`config.mk`:
```
export PLATFORM = sky130hd
export DESIGN_NAME = dual_timer
export DESIGN_NICKNAME = d
export VERILOG_FILES = /design/src/rtl/dual_timer_pkg.sv /design/src/rtl/dt_prescaler.sv /design/src/rtl/dt_count_core.sv /design/src/rtl/dt_event_flag.sv /design/src/rtl/dual_timer.sv
export SDC_FILE = /design/constraint.sdc
export NUM_CORES = 1
export LEC_CHECK = 0
export BUFFER_PORTS_ARGS = -buffer_cell sky130_fd_sc_hd__buf_2
export CAP_MARGIN = 20
export CORE_MARGIN = 10
export CORE_UTILIZATION = 55
export CTS_CLUSTER_SIZE = 20
export DETAILED_ROUTE_END_ITERATION = 10
export PLACE_DENSITY = 0.81
export SYNTH_ARGS = -nofsm -noshare
export SYNTH_HDL_FRONTEND = slang
export SYNTH_HIERARCHICAL = 1
export SYNTH_SLANG_ARGS = --single-unit
```
`constraint.sdc`:
```
create_clock -name clk_i -period 5.65 [get_ports clk_i]
set_input_delay 0.2825 -clock clk_i [delete_from_list [all_inputs] [get_ports clk_i]]
set_output_delay 0.2825 -clock clk_i [all_outputs]
set_load 0.01 [all_outputs]
```
`src/rtl/dual_timer_pkg.sv`:
```
package dual_timer_pkg;
    typedef enum logic [1:0] {
        ADDR_LOW  = 2'd0,
        ADDR_HIGH = 2'd1,
        ADDR_CTRL = 2'd2,
        ADDR_NONE = 2'd3
    } dt_addr_e;
endpackage

```
`src/rtl/dt_prescaler.sv`:
```
module dt_prescaler #(
    parameter int PW = 15,
    parameter int SW = 4
) (
    input  logic          clk_i,
    input  logic          rst_ni,
    input  logic          tick_i,
    input  logic          clr_i,
    input  logic [SW-1:0] sel_i,
    output logic          step_o
);
    typedef struct packed {
        logic [PW-1:0] cnt;
    } pre_st_t;

    pre_st_t       st_d, st_q;
    logic [SW-1:0] eff_sel;
    logic [PW-1:0] limit;
    logic          term;

    always_comb begin
        eff_sel = (int'(sel_i) > PW) ? SW'(PW) : sel_i;
        limit   = ~({PW{1'b1}} << eff_sel);
        term    = (st_q.cnt == limit);
        step_o  = tick_i && !clr_i && term;
        st_d    = st_q;
        if (clr_i) begin
            st_d.cnt = '0;
        end else if (tick_i) begin
            st_d.cnt = term ? '0 : st_q.cnt + 1'b1;
        end
    end

    always_ff @(posedge clk_i or negedge rst_ni) begin
        if (!rst_ni) st_q <= '0;
        else         st_q <= st_d;
    end
endmodule

```
`src/rtl/dt_count_core.sv`:
```
module dt_count_core #(
    parameter int DW = 8
) (
    input  logic          clk_i,
    input  logic          rst_ni,
    input  logic          step_i,
    input  logic          wide_i,
    input  logic          wr_lo_i,
    input  logic          wr_hi_i,
    input  logic          rd_lo_i,
    input  logic [DW-1:0] wdata_i,
    output logic [DW-1:0] lo_o,
    output logic [DW-1:0] live_o,
    output logic [DW-1:0] buf_o,
    output logic          event_o,
    output logic          pulse_o
);
    localparam int CW = 2 * DW;

    typedef struct packed {
        logic [DW-1:0] lo;
        logic [DW-1:0] live;
        logic [DW-1:0] bufh;
        logic          pulse;
    } core_st_t;

    core_st_t      st_d, st_q;
    logic          full, match;
    logic [CW-1:0] next_wide;

    always_comb begin
        full      = &{st_q.live, st_q.lo};
        match     = (st_q.lo == st_q.live);
        next_wide = {st_q.live, st_q.lo} + 1'b1;
        event_o   = step_i && (wide_i ? full : match);
        st_d      = st_q;
        if (step_i) begin
            st_d.pulse = event_o;
            if (wide_i) begin
                {st_d.live, st_d.lo} = next_wide;
            end else if (match) begin
                st_d.lo   = '0;
                st_d.live = st_q.bufh;
            end else begin
                st_d.lo = st_q.lo + 1'b1;
            end
        end
        if (rd_lo_i && wide_i) st_d.bufh = st_q.live;
        if (wr_hi_i)           st_d.bufh = wdata_i;
        if (wr_lo_i) begin
            st_d.lo = wdata_i;
            if (wide_i) st_d.live = st_q.bufh;
        end
    end

    always_ff @(posedge clk_i or negedge rst_ni) begin
        if (!rst_ni) begin
            st_q.lo    <= '0;
            st_q.live  <= '1;
            st_q.bufh  <= '1;
            st_q.pulse <= 1'b0;
        end else begin
            st_q <= st_d;
        end
    end

    assign lo_o    = st_q.lo;
    assign live_o  = st_q.live;
    assign buf_o   = st_q.bufh;
    assign pulse_o = st_q.pulse;
endmodule

```
`src/rtl/dt_event_flag.sv`:
```
module dt_event_flag #(
    parameter int SW = 4
) (
    input  logic          clk_i,
    input  logic          rst_ni,
    input  logic          evt_i,
    input  logic          clr_i,
    input  logic [SW-1:0] sel_i,
    input  logic          ctl_wr_i,
    input  logic [1:0]    ctl_wdata_i,
    output logic          flag_o,
    output logic          en_o
);
    typedef struct packed {
        logic [SW-1:0] post;
        logic          flag;
        logic          en;
    } flag_st_t;

    flag_st_t st_d, st_q;
    logic     set_flag;

    always_comb begin
        st_d     = st_q;
        set_flag = 1'b0;
        if (clr_i) begin
            st_d.post = '0;
        end else if (evt_i) begin
            if (st_q.post == sel_i) begin
                st_d.post = '0;
                set_flag  = 1'b1;
            end else begin
                st_d.post = st_q.post + 1'b1;
            end
        end
        if (ctl_wr_i) begin
            st_d.flag = st_q.flag & ctl_wdata_i[0];
            st_d.en   = ctl_wdata_i[1];
        end
        if (set_flag) st_d.flag = 1'b1;
    end

    always_ff @(posedge clk_i or negedge rst_ni) begin
        if (!rst_ni) st_q <= '0;
        else         st_q <= st_d;
    end

    assign flag_o = st_q.flag;
    assign en_o   = st_q.en;
endmodule

```
`src/rtl/dual_timer.sv`:
```
module dual_timer
    import dual_timer_pkg::*;
#(
    parameter int DW = 8,
    parameter int PW = 15,
    parameter int SW = 4
) (
    input  logic          clk_i,
    input  logic          rst_ni,
    input  logic          tick_i,
    input  logic          wide_i,
    input  logic [SW-1:0] pre_sel_i,
    input  logic [SW-1:0] post_sel_i,
    input  logic [1:0]    addr_i,
    input  logic          wr_i,
    input  logic          rd_i,
    input  logic [DW-1:0] wdata_i,
    output logic [DW-1:0] rdata_o,
    output logic          pulse_o,
    output logic          irq_o
);
    logic          wr_lo, wr_hi, wr_ctl, rd_lo, cnt_clr, step, evt;
    logic          flag, irq_en;
    logic [DW-1:0] cnt_lo, cnt_live, cnt_buf;

    always_comb begin
        wr_lo   = wr_i && (dt_addr_e'(addr_i) == ADDR_LOW);
        wr_hi   = wr_i && (dt_addr_e'(addr_i) == ADDR_HIGH);
        wr_ctl  = wr_i && (dt_addr_e'(addr_i) == ADDR_CTRL);
        rd_lo   = rd_i && (dt_addr_e'(addr_i) == ADDR_LOW);
        cnt_clr = wr_lo || wr_hi;
    end

    dt_prescaler #(.PW(PW), .SW(SW)) u_pre (
        .clk_i  (clk_i),
        .rst_ni (rst_ni),
        .tick_i (tick_i),
        .clr_i  (cnt_clr),
        .sel_i  (pre_sel_i),
        .step_o (step)
    );

    dt_count_core #(.DW(DW)) u_core (
        .clk_i   (clk_i),
        .rst_ni  (rst_ni),
        .step_i  (step),
        .wide_i  (wide_i),
        .wr_lo_i (wr_lo),
        .wr_hi_i (wr_hi),
        .rd_lo_i (rd_lo),
        .wdata_i (wdata_i),
        .lo_o    (cnt_lo),
        .live_o  (cnt_live),
        .buf_o   (cnt_buf),
        .event_o (evt),
        .pulse_o (pulse_o)
    );

    dt_event_flag #(.SW(SW)) u_flag (
        .clk_i       (clk_i),
        .rst_ni      (rst_ni),
        .evt_i       (evt),
        .clr_i       (cnt_clr),
        .sel_i       (post_sel_i),
        .ctl_wr_i    (wr_ctl),
        .ctl_wdata_i (wdata_i[1:0]),
        .flag_o      (flag),
        .en_o        (irq_en)
    );

    always_comb begin
        case (dt_addr_e'(addr_i))
            ADDR_LOW:  rdata_o = cnt_lo;
            ADDR_HIGH: rdata_o = cnt_buf;
            ADDR_CTRL: rdata_o = {{(DW-2){1'b0}}, irq_en, flag};
            default:   rdata_o = '0;
        endcase
    end

    assign irq_o = flag && irq_en;
endmodule

```
==> flow_metrics.py <==
metrics = {
    "status": {
        "outcome": "finished, final reports clean",
    },
    "final_layout": {
        "multiInputGateArea_um2": 2050,
        "layout.nets": 419,
        "drive_gt1_share_pct": 24.9,
        "mostFrequentLayoutCell": "nand2_1",
        "fill_cells": 529,
        "seq_area_um2": 1170,
        "final_cells": 468,
        "diodes": 0,
        "area_growth_pct": 7.63,
        "layout_common_cells": "nand2_1, buf_2, dfrtp_1",
    },
    "global_route": {
        "grt_pass1_wl_um": 13900,
        "antenna_found_initial": 0,
        "grt_overflow": 0,
        "grt_use_total_pct": 16.5,
        "grt_max_degree": 47,
        "grt_pass1_vias": 2831,
    },
    "yosys": {
        "synthArstFlopShare_pct": 100,
        "syn_avg_cell_area_um2": 9.30,
        "syn_inst": 367,
        "synth_edf_count": 0,
        "synthFlopType": "dfrtp_1",
        "ys.warnings.count": 6,
        "syn-num-nets": 394,
        "synth-seq-area-share_pct": 34.3,
        "synth_cell_types": 74,
        "synth_seq_cells": 46,
        "netlist_area_um2": 3410,
    },
    "placement": {
        "place_inst": 458,
        "portBuffers": 33,
        "dpl.hpwl_um": 5870,
        "place.gp.congestion": 0.968,
    },
    "setup_path": {
        "r2r-end": "u_flag/st_q[4]",
        "worst_r2r_path_depth": 12,
        "crit_fanout": 16,
        "rrSetupSlack_ns": 2.01,
        "critPathLaunch": "u_pre/st_q[10]",
        "start_kind": "flip-flop",
        "critPathKind": "reg -> reg",
        "cp.arrival_ns": 3.83,
        "cp-endpoint": "u_flag/st_q[4]",
        "critPathRequiredTime_ns": 5.85,
        "r2r_start": "u_pre/st_q[10]",
        "crit_path_end_kind": "flip-flop",
    },
    "die": {
        "die_w_um": 98.8,
        "num_io_pins": 34,
        "start_util_pct": 57.3,
        "die_h_um": 98.8,
        "row_count": 28,
        "core_um2": 5960,
        "die_area_um2": 9750,
    },
    "sta": {
        "slew_headroom_pct": 60.9,
        "fin_crit_ns": 3.64,
        "setup_tns_ns": 0,
        "finalHoldViolCount": 0,
        "fmax_mhz": 275,
        "finClkSkew_ns": 0.00373,
        "drv_slew": 0,
        "tightest_slew_ns": 0.584,
        "period_share_pct": 64.4,
        "finalSetupViolCount": 0,
        "grt_setup_unrepaired": "no",
    },
    "routing": {
        "vias": 2969,
        "drtIter0Drc": 324,
        "drt-vias-per-instance": 6.34,
        "drc_errors": 0,
        "wl_per_cell_um": 17.9,
        "first_pass_iters": 6,
        "ant_nets": 0,
        "wl_um": 8370,
    },
    "clock_network": {
        "cts_sinks": 46,
        "clock-root-buffer": "clkbuf_8",
        "numCtsBuffers": 5,
        "ctsResizeCount": 0,
        "insertion_delay_ns": 0.30,
        "h-tree-depth": 2,
        "cts_hold_buffers": 0,
        "cts_tree": "yes",
        "clkSlewWorstSetupHoldPaths_ns": 0.09,
        "cts_setup_buffers": 0,
        "clock_path_buffers": 2,
    },
    "power_and_ir_drop": {
        "power_per_cell_area_nw_per_um2": 227,
        "peakVddDrop_mv": 0.144,
        "leakage_nw": 1.50,
        "total_power_mw": 0.835,
    },
    "min_path": {
        "worstHoldPathType": "in -> reg",
    },
    "flow_run": {
        "maxCapViolations": 0,
    },
}
==> logic make-up (layout without fill, tap and decap cells) <==
group,after synthesis,in the layout,share of synthesized area (%)
muxes,19,19,5.65
adders and majority gates,3,3,1.10
xor gates and xnor gates,26,26,6.67
buffers and inverters,33,59,5.79
and+or+nand+nor,159,159,26.9
AOI/OAI and AO/OA,81,81,19.6
DFF,46,46,34.3
==> Yosys cell counts (6+ instances only) <==
master    number  share of area [%]
o21ai_0       14                2.1
nor3_1        11                1.6
nand3_1       13                1.9
mux2i_1       17                5.0
nor2_1        22                2.4
nand4_1        8                1.5
xor2_1        12                3.1
o31ai_1        7                1.5
or3_1          7                1.3
inv_1         12                1.3
nor4_1         6                1.1
xnor2_1       14                3.6
nand3b_1       6                1.3
nand2_1       44                4.8
o41ai_1        6                1.5
a21oi_1       12                1.8
dfrtp_1       30                 22
dfstp_2       16                 12
==> flip-flops by register name, indices dropped and copies added, names as in the netlist <==
name,count
u_core/buf_o,8
u_core/live_o,8
u_flag/en_o,1
u_core/pulse_o,1
u_flag/st_q,4
u_core/lo_o,8
u_pre/st_q,15
u_flag/flag_o,1
==> where the power goes <==
| part | switching (mW) | internal (mW) | total, mW | leakage, nW |
|---|---|---|---|---|
| logic | 0.100 | 0.0854 | 0.186 | 0.885 |
| registers | 0.0593 | 0.380 | 0.440 | 0.568 |
| clock network | 0.110 | 0.0989 | 0.209 | 0.0482 |
| total | 0.270 | 0.565 | 0.835 | 1.50 |
==> stage by stage <==
step	hold WS, ns	setup WS (ns)	cell area [um^2]	utilization, %
floorplan	-0.0131	2.46	3410	-
global placement	0.489	2.09	3550	59.6
detailed placement	0.484	1.97	3550	59.6
CTS	0.186	2.03	3640	61.2
global route	0.193	1.81	3670	61.7
finish	0.200	2.01	3670	61.7
==> final cells by class <==
class	instances	share of cell area, %
well taps	75	2.56
clock inverters	1	0.136
flip-flops and latches	46	31.9
inverters	12	1.23
multi-input cells	288	55.7
repair buffers	39	6.13
clock buffers	7	2.35
==> worst max-delay path, cell delays in order, from the launching register on <==
cell and delay [ns]:
dfrtp_1 0.47, or4b_4 0.56, o211ai_2 0.08, o211ai_2 0.13
nor4_4 0.25, buf_4 0.30, nor3b_1 0.22, buf_4 0.23
inv_1 0.16, nor2_1 0.50, nand2_1 0.09, mux2_2 0.28
o32ai_1 0.23
==> worst min-delay path by stage <==
stage,from,to,slack (ns),cells past startpoint
after global placement,u_core/buf_o[1],u_core/live_o[1],0.49,2
after CTS,rst_ni,u_core/lo_o[7],0.19,1
after floorplan,rst_ni,u_core/lo_o[0],-0.01,0
final,wdata_i[3],u_core/buf_o[3],0.20,3
after detailed placement,u_core/buf_o[1],u_core/live_o[1],0.48,2
after global routing,wdata_i[7],u_core/lo_o[7],0.19,3
==> metal layers <==
metal  routed length, um  vias up  global-route usage (%)
met5                   0        -                       0
met4                  34        0                    3.53
met3                 606        6                    3.63
met2                3950      136                    25.1
met1                3770     1417                    23.4
li1                    -     1410                       -
Note: power is estimated with default switching activity, not from simulation.
